File: src/rtl/tcam_pkg.sv
package tcam_pkg;
  function automatic int unsigned clog2_min1(input int unsigned v);
    int unsigned r;
    r = 0;
    while ((1 << r) < v) r++;
    return (r == 0) ? 1 : r;
  endfunction
endpackage

File: src/rtl/tcam_entry.sv
module tcam_entry #(
  parameter int W = 32
) (
  input  logic         clk_i,
  input  logic         rst_ni,
  input  logic         we_i,
  input  logic [W-1:0] data_i,
  input  logic [W-1:0] mask_i,
  input  logic         valid_i,
  input  logic [W-1:0] key_i,
  output logic         match_o
);
  logic [W-1:0] data_q, mask_q;
  logic         valid_q;

  always_ff @(posedge clk_i or negedge rst_ni) begin
    if (!rst_ni) begin
      data_q  <= '0;
      mask_q  <= '0;
      valid_q <= 1'b0;
    end else if (we_i) begin
      data_q  <= data_i;
      mask_q  <= mask_i;
      valid_q <= valid_i;
    end
  end

  // per-bit disagreement, cleared by mask
  logic [W-1:0] miss;
  assign miss    = (data_q ^ key_i) & ~mask_q;
  assign match_o = valid_q & ~(|miss);
endmodule

File: src/rtl/tcam_prio_enc.sv
module tcam_prio_enc #(
  parameter int N  = 16,
  parameter int IW = 4
) (
  input  logic [N-1:0]  req_i,
  output logic          any_o,
  output logic [IW-1:0] idx_o
);
  always_comb begin
    any_o = |req_i;
    idx_o = '0;
    // descending scan so the lowest index wins
    for (int i = N - 1; i >= 0; i--) begin
      if (req_i[i]) idx_o = IW'(i);
    end
  end
endmodule

File: src/rtl/tcam_lookup.sv
module tcam_lookup #(
  parameter int N  = 16,
  parameter int W  = 32,
  parameter int IW = tcam_pkg::clog2_min1(N)
) (
  input  logic          clk_i,
  input  logic          rst_ni,
  input  logic          wr_en_i,
  input  logic [IW-1:0] wr_idx_i,
  input  logic [W-1:0]  wr_data_i,
  input  logic [W-1:0]  wr_mask_i,
  input  logic          wr_valid_i,
  input  logic          srch_i,
  input  logic [W-1:0]  key_i,
  output logic          hit_o,
  output logic [IW-1:0] idx_o,
  output logic [N-1:0]  match_o
);
  logic [N-1:0] match_c;

  for (genvar g = 0; g < N; g++) begin : g_ent
    logic we;
    assign we = wr_en_i && (wr_idx_i == IW'(g));
    tcam_entry #(.W(W)) u_ent (
      .clk_i   (clk_i),
      .rst_ni  (rst_ni),
      .we_i    (we),
      .data_i  (wr_data_i),
      .mask_i  (wr_mask_i),
      .valid_i (wr_valid_i),
      .key_i   (key_i),
      .match_o (match_c[g])
    );
  end

  logic          any_c;
  logic [IW-1:0] idx_c;

  tcam_prio_enc #(.N(N), .IW(IW)) u_enc (
    .req_i (match_c),
    .any_o (any_c),
    .idx_o (idx_c)
  );

  always_ff @(posedge clk_i or negedge rst_ni) begin
    if (!rst_ni) begin
      hit_o   <= 1'b0;
      idx_o   <= '0;
      match_o <= '0;
    end else if (srch_i) begin
      hit_o   <= any_c;
      idx_o   <= idx_c;
      match_o <= match_c;
    end
  end
endmodule

File: config.mk
export PLATFORM = sky130hd
export DESIGN_NAME = tcam_lookup
export DESIGN_NICKNAME = d
export VERILOG_FILES = /design/src/rtl/tcam_pkg.sv /design/src/rtl/tcam_entry.sv /design/src/rtl/tcam_prio_enc.sv /design/src/rtl/tcam_lookup.sv
export SDC_FILE = /design/constraint.sdc
export NUM_CORES = 2
export LEC_CHECK = 0
export BUFFER_PORTS_ARGS = -buffer_cell sky130_fd_sc_hd__clkbuf_2
export CAP_MARGIN = 20
export CORE_MARGIN = 1
export CORE_UTILIZATION = 45
export CTS_CLUSTER_SIZE = 12
export DETAILED_ROUTE_END_ITERATION = 7
export GPL_TIMING_DRIVEN = 1
export SYNTH_ARGS = -nofsm -noshare
export SYNTH_HDL_FRONTEND = slang
export SYNTH_SLANG_ARGS = --single-unit
export TNS_END_PERCENT = 1
File: constraint.sdc
create_clock -name clk_i -period 6.7 [get_ports clk_i]
set_clock_uncertainty 0.05 [all_clocks]
set_input_delay 1.34 -clock clk_i [delete_from_list [all_inputs] [get_ports clk_i]]
set_output_delay 1.34 -clock clk_i [all_outputs]
set_load 0.01 [all_outputs]
==> qor.csv <==
stage,metric,value,unit
placed_design,globalplace.congestion,0.958,
worst_setup_path,r2r_setup_slack,3.21,ns
grt,grt_max_degree,137,
worst_setup_path,path_cells,clkbuf_2 -> xnor2_1 -> o22ai_1 -> nor4_1 -> nand4_1 -> nor4_1 -> nor4_1 -> nor4_1 -> a2111oi_0 -> a211o_1,
flow_run,cap_violations,0,
grt,antenna_found_initial,32,
clock_network,cts_buffers,114,
floorplanning,start_util,45.4,%
synthesis,seq_area_frac_synth,54.8,%
drt,vias_per_cell,6.10,
worst_setup_path,critical_path_arrival,4.95,ns
clock_network,cts_root_buf,clkbuf_16,
layout,drive_above_1_share,36.9,%
sta,hold_violations,0,
drt,wl_per_cell,34.7,um
sta,hold_ws,0.454,ns
drt,drt-total-wl,183,mm
synthesis,synthFlopType,dfrtp_1,
placed_design,dp_cells,5070,
power,leakagePower,22.5,nW
sta,slew_violations,0,
layout,area_delta_synth_final,11.7,%
drt,ant_nets,0,
sta,setup_viol,0,
worst_setup_path,crit_top_cell,nor4_1,
sta,min_period,4.41,ns
drt,vias,32200,
sta,relSlewSlack,20.1,%
worst_setup_path,cp_slowest_cell,nor4_1,
synthesis,synth_top_area_cell,dfrtp_1,
drt,drtIter0Drc,3213,
worst_setup_path,cp_num_buf_inv,1,
clock_network,clk_pin_slew,0.06,ns
sta,fin_tns_setup,0,ns
synthesis,synthCells,3733,
worst_setup_path,critical_path_class,in -> reg,
layout,finalNetCount,3888,
power,peakVddDrop,266,uV
drt,route.detailed.drc,0,
clock_network,clock_sinks,1061,
grt,grt_pass1_wl,254,mm
sta,clock.fmax,0.227,GHz
grt,grt_overflow,0,
floorplanning,ios,126,
clock_network,cts_tree,yes,
synthesis,ys_types,42,
status,status,"finished, final reports clean",
worst_setup_path,cp_top_family,simple AND/OR/NAND/NOR gates,
layout,instances_no_fill,5279,
synthesis,yosys_warnings,0,
sta,rsz0062_at_grt,false,
worst_setup_path,critPathMaxStageDelay,0.86,ns
floorplanning,die_w,330,um
clock_network,cts_buffer_depth,3,
clock_network,cts_setup_buffers,0,
synthesis,synth_area_leaders,"dfrtp_1, mux2_2, xnor2_1",
synthesis,syn-cell-area,48500,um2
worst_setup_path,worstPathRequired,7.24,ns
sta,worst_pin_slew,1.20,ns
placed_design,dp_hpwl,123,mm
sta,timing.final.crit_share,65.9,%
synthesis,synthDominantCellAreaShare,54.8,%
floorplanning,die_h,330,um
power,power_density,368,nW/um2
worst_setup_path,end_kind,flop,
drt,drtPass1Iterations,6,
placed_design,port_buffers,125,
synthesis,synth-seq-cells,1061,
sta,finalWorstSetupSlack,2.29,ns
synthesis,synth_nets,3838,
grt,grt_pass1_vias,31800,
floorplanning,core_area,107000,um2
floorplanning,rows,120,
worst_setup_path,crit_path_start_kind,input pin,
synthesis,async_flop_share,100,%
clock_network,hold_buffers,0,
grt,track_usage,33.9,%
clock_network,insertion_delay,0.72,ns
placed_design,post-place-ws,1.76,ns
synthesis,synth.avg_cell_area,13.0,um2
synthesis,synth_edf_count,0,
clock_network,ctsResizeCount,0,
worst_setup_path,crit_fanout,16,
worst_hold_path,hold_class,reg -> reg,
floorplanning,dieArea,109000,um2
clock_network,htreeDepth,3,
==> worst register-to-register path: stages, from the launching register on <==
cell and delay [ns]:
dfrtp_1 0.38, xnor2_1 0.45, o22ai_1 0.19, nor4_1 0.34, nand4_1 0.17, nor4_1 0.86
nor4_1 0.10, nor4_1 0.34, a2111oi_0 0.18, a211o_1 0.33
==> final timing paths <==
kind                                           startpoint                   endpoint  cells past startpoint
worst max-delay path                             key_i[6]                   idx_o[0]                     10
worst min-delay path            g_ent[0].u_ent.mask_q[20]  g_ent[0].u_ent.mask_q[20]                      1
worst max register to register  g_ent[8].u_ent.data_q[27]                   idx_o[0]                      9
worst min register to register  g_ent[0].u_ent.mask_q[20]  g_ent[0].u_ent.mask_q[20]                      1
max in group asynchronous                          rst_ni   g_ent[6].u_ent.mask_q[3]                      3
min in group asynchronous                          rst_ni   g_ent[1].u_ent.mask_q[3]                      1
==> synthesized netlist by cell type, types with 3 or more instances <==
library cell,count
nand4_1,29
dfrtp_1,1061
nor4_1,137
buf_1,9
nand2b_1,3
o21ai_0,22
buf_6,11
or4_1,23
o22ai_1,175
a21oi_1,3
nand3_1,14
clkbuf_1,172
nand2_1,11
nor3_1,48
buf_4,3
nor4b_1,9
nor2_1,342
or3_1,11
mux2_2,1051
and4_1,4
buf_2,49
nand3b_1,6
xnor2_1,512
==> kinds of logic after synthesis <==
family | after synthesis | share of synthesized area [%]
simple gates | 649 | 6.59
xor+xnor | 512 | 9.25
buf+inv | 245 | 2.22
mux | 1051 | 24.4
compound gates | 215 | 2.77
flops | 1061 | 54.8
==> state kept, by name, summed over array words and instances, names as in the netlist <==
signal               cells
g_ent.u_ent.data_q     512
g_ent.u_ent.mask_q     512
g_ent.u_ent.valid_q     16
match_o                 16
idx_o                    4
hit_o                    1
==> layout by cell type, fill, tap and decap left out, drive strengths merged, types with 2 or more instances in the layout <==
cell type / count
dfrtp: 1061
mux2: 1051
nand3b: 6
o2bb2ai: 2
nand2b: 3
nand2: 11
and3: 2
nor4b: 9
clkinv: 23
clkbuf: 296
nor4: 138
nand4: 29
a211o: 2
bufinv: 5
or2: 2
nand4b: 2
diode: 2
o311ai: 2
buf: 54
o22ai: 175
inv: 5
or3: 11
clkinvlp: 3
nand3: 14
o31ai: 2
o21ai: 23
or4: 24
a21oi: 3
xnor2: 512
nor3: 48
nor2: 342
or4b: 2
nor3b: 2
and4: 4
==> layout make-up <==
type	count	area (um2)
flip-flops and latches	1061	26600
repair buffers	178	1130
fillers	9578	52800
clock buffers	172	3390
well taps	1403	1760
multi-input cells	2427	21000
inverters	1	3.75
clock inverters	35	349
diodes	2	5.00
==> power by group <==
| part | leakage (nW) | switching (mW) | internal [mW] | total (mW) |
|---|---|---|---|---|
| registers | 13.0 | 0.965 | 7.88 | 8.84 |
| logic | 7.59 | 2.61 | 2.10 | 4.71 |
| clock network | 1.85 | 2.71 | 3.67 | 6.38 |
| total | 22.5 | 6.29 | 13.6 | 19.9 |
==> metrics by stage <==
step | util [%] | total power, mW | area [um2]
3_3_place_gp | 47.1 | 13.5 | 50400
4_1_cts | 50.6 | 20.0 | 54100
5_1_grt | 50.6 | 20.7 | 54100
2_1_floorplan | - | 11.7 | 48500
3_5_place_dp | 47.1 | 13.6 | 50400
6_report | 50.6 | 19.9 | 54100
==> layer usage <==
layer / global-route usage (%) / up-vias / share of wire, % / wire length, um
met5: 0 / - / 0 / 0
met4: 19.2 / 0 / 6.8 / 12500
met3: 5.01 / 367 / 6.7 / 12200
met2: 53.9 / 1314 / 46 / 84400
met1: 44.4 / 17200 / 40 / 73900
li1: - / 13400 / - / -
No activity file was read; power rests on OpenSTA's default activity.
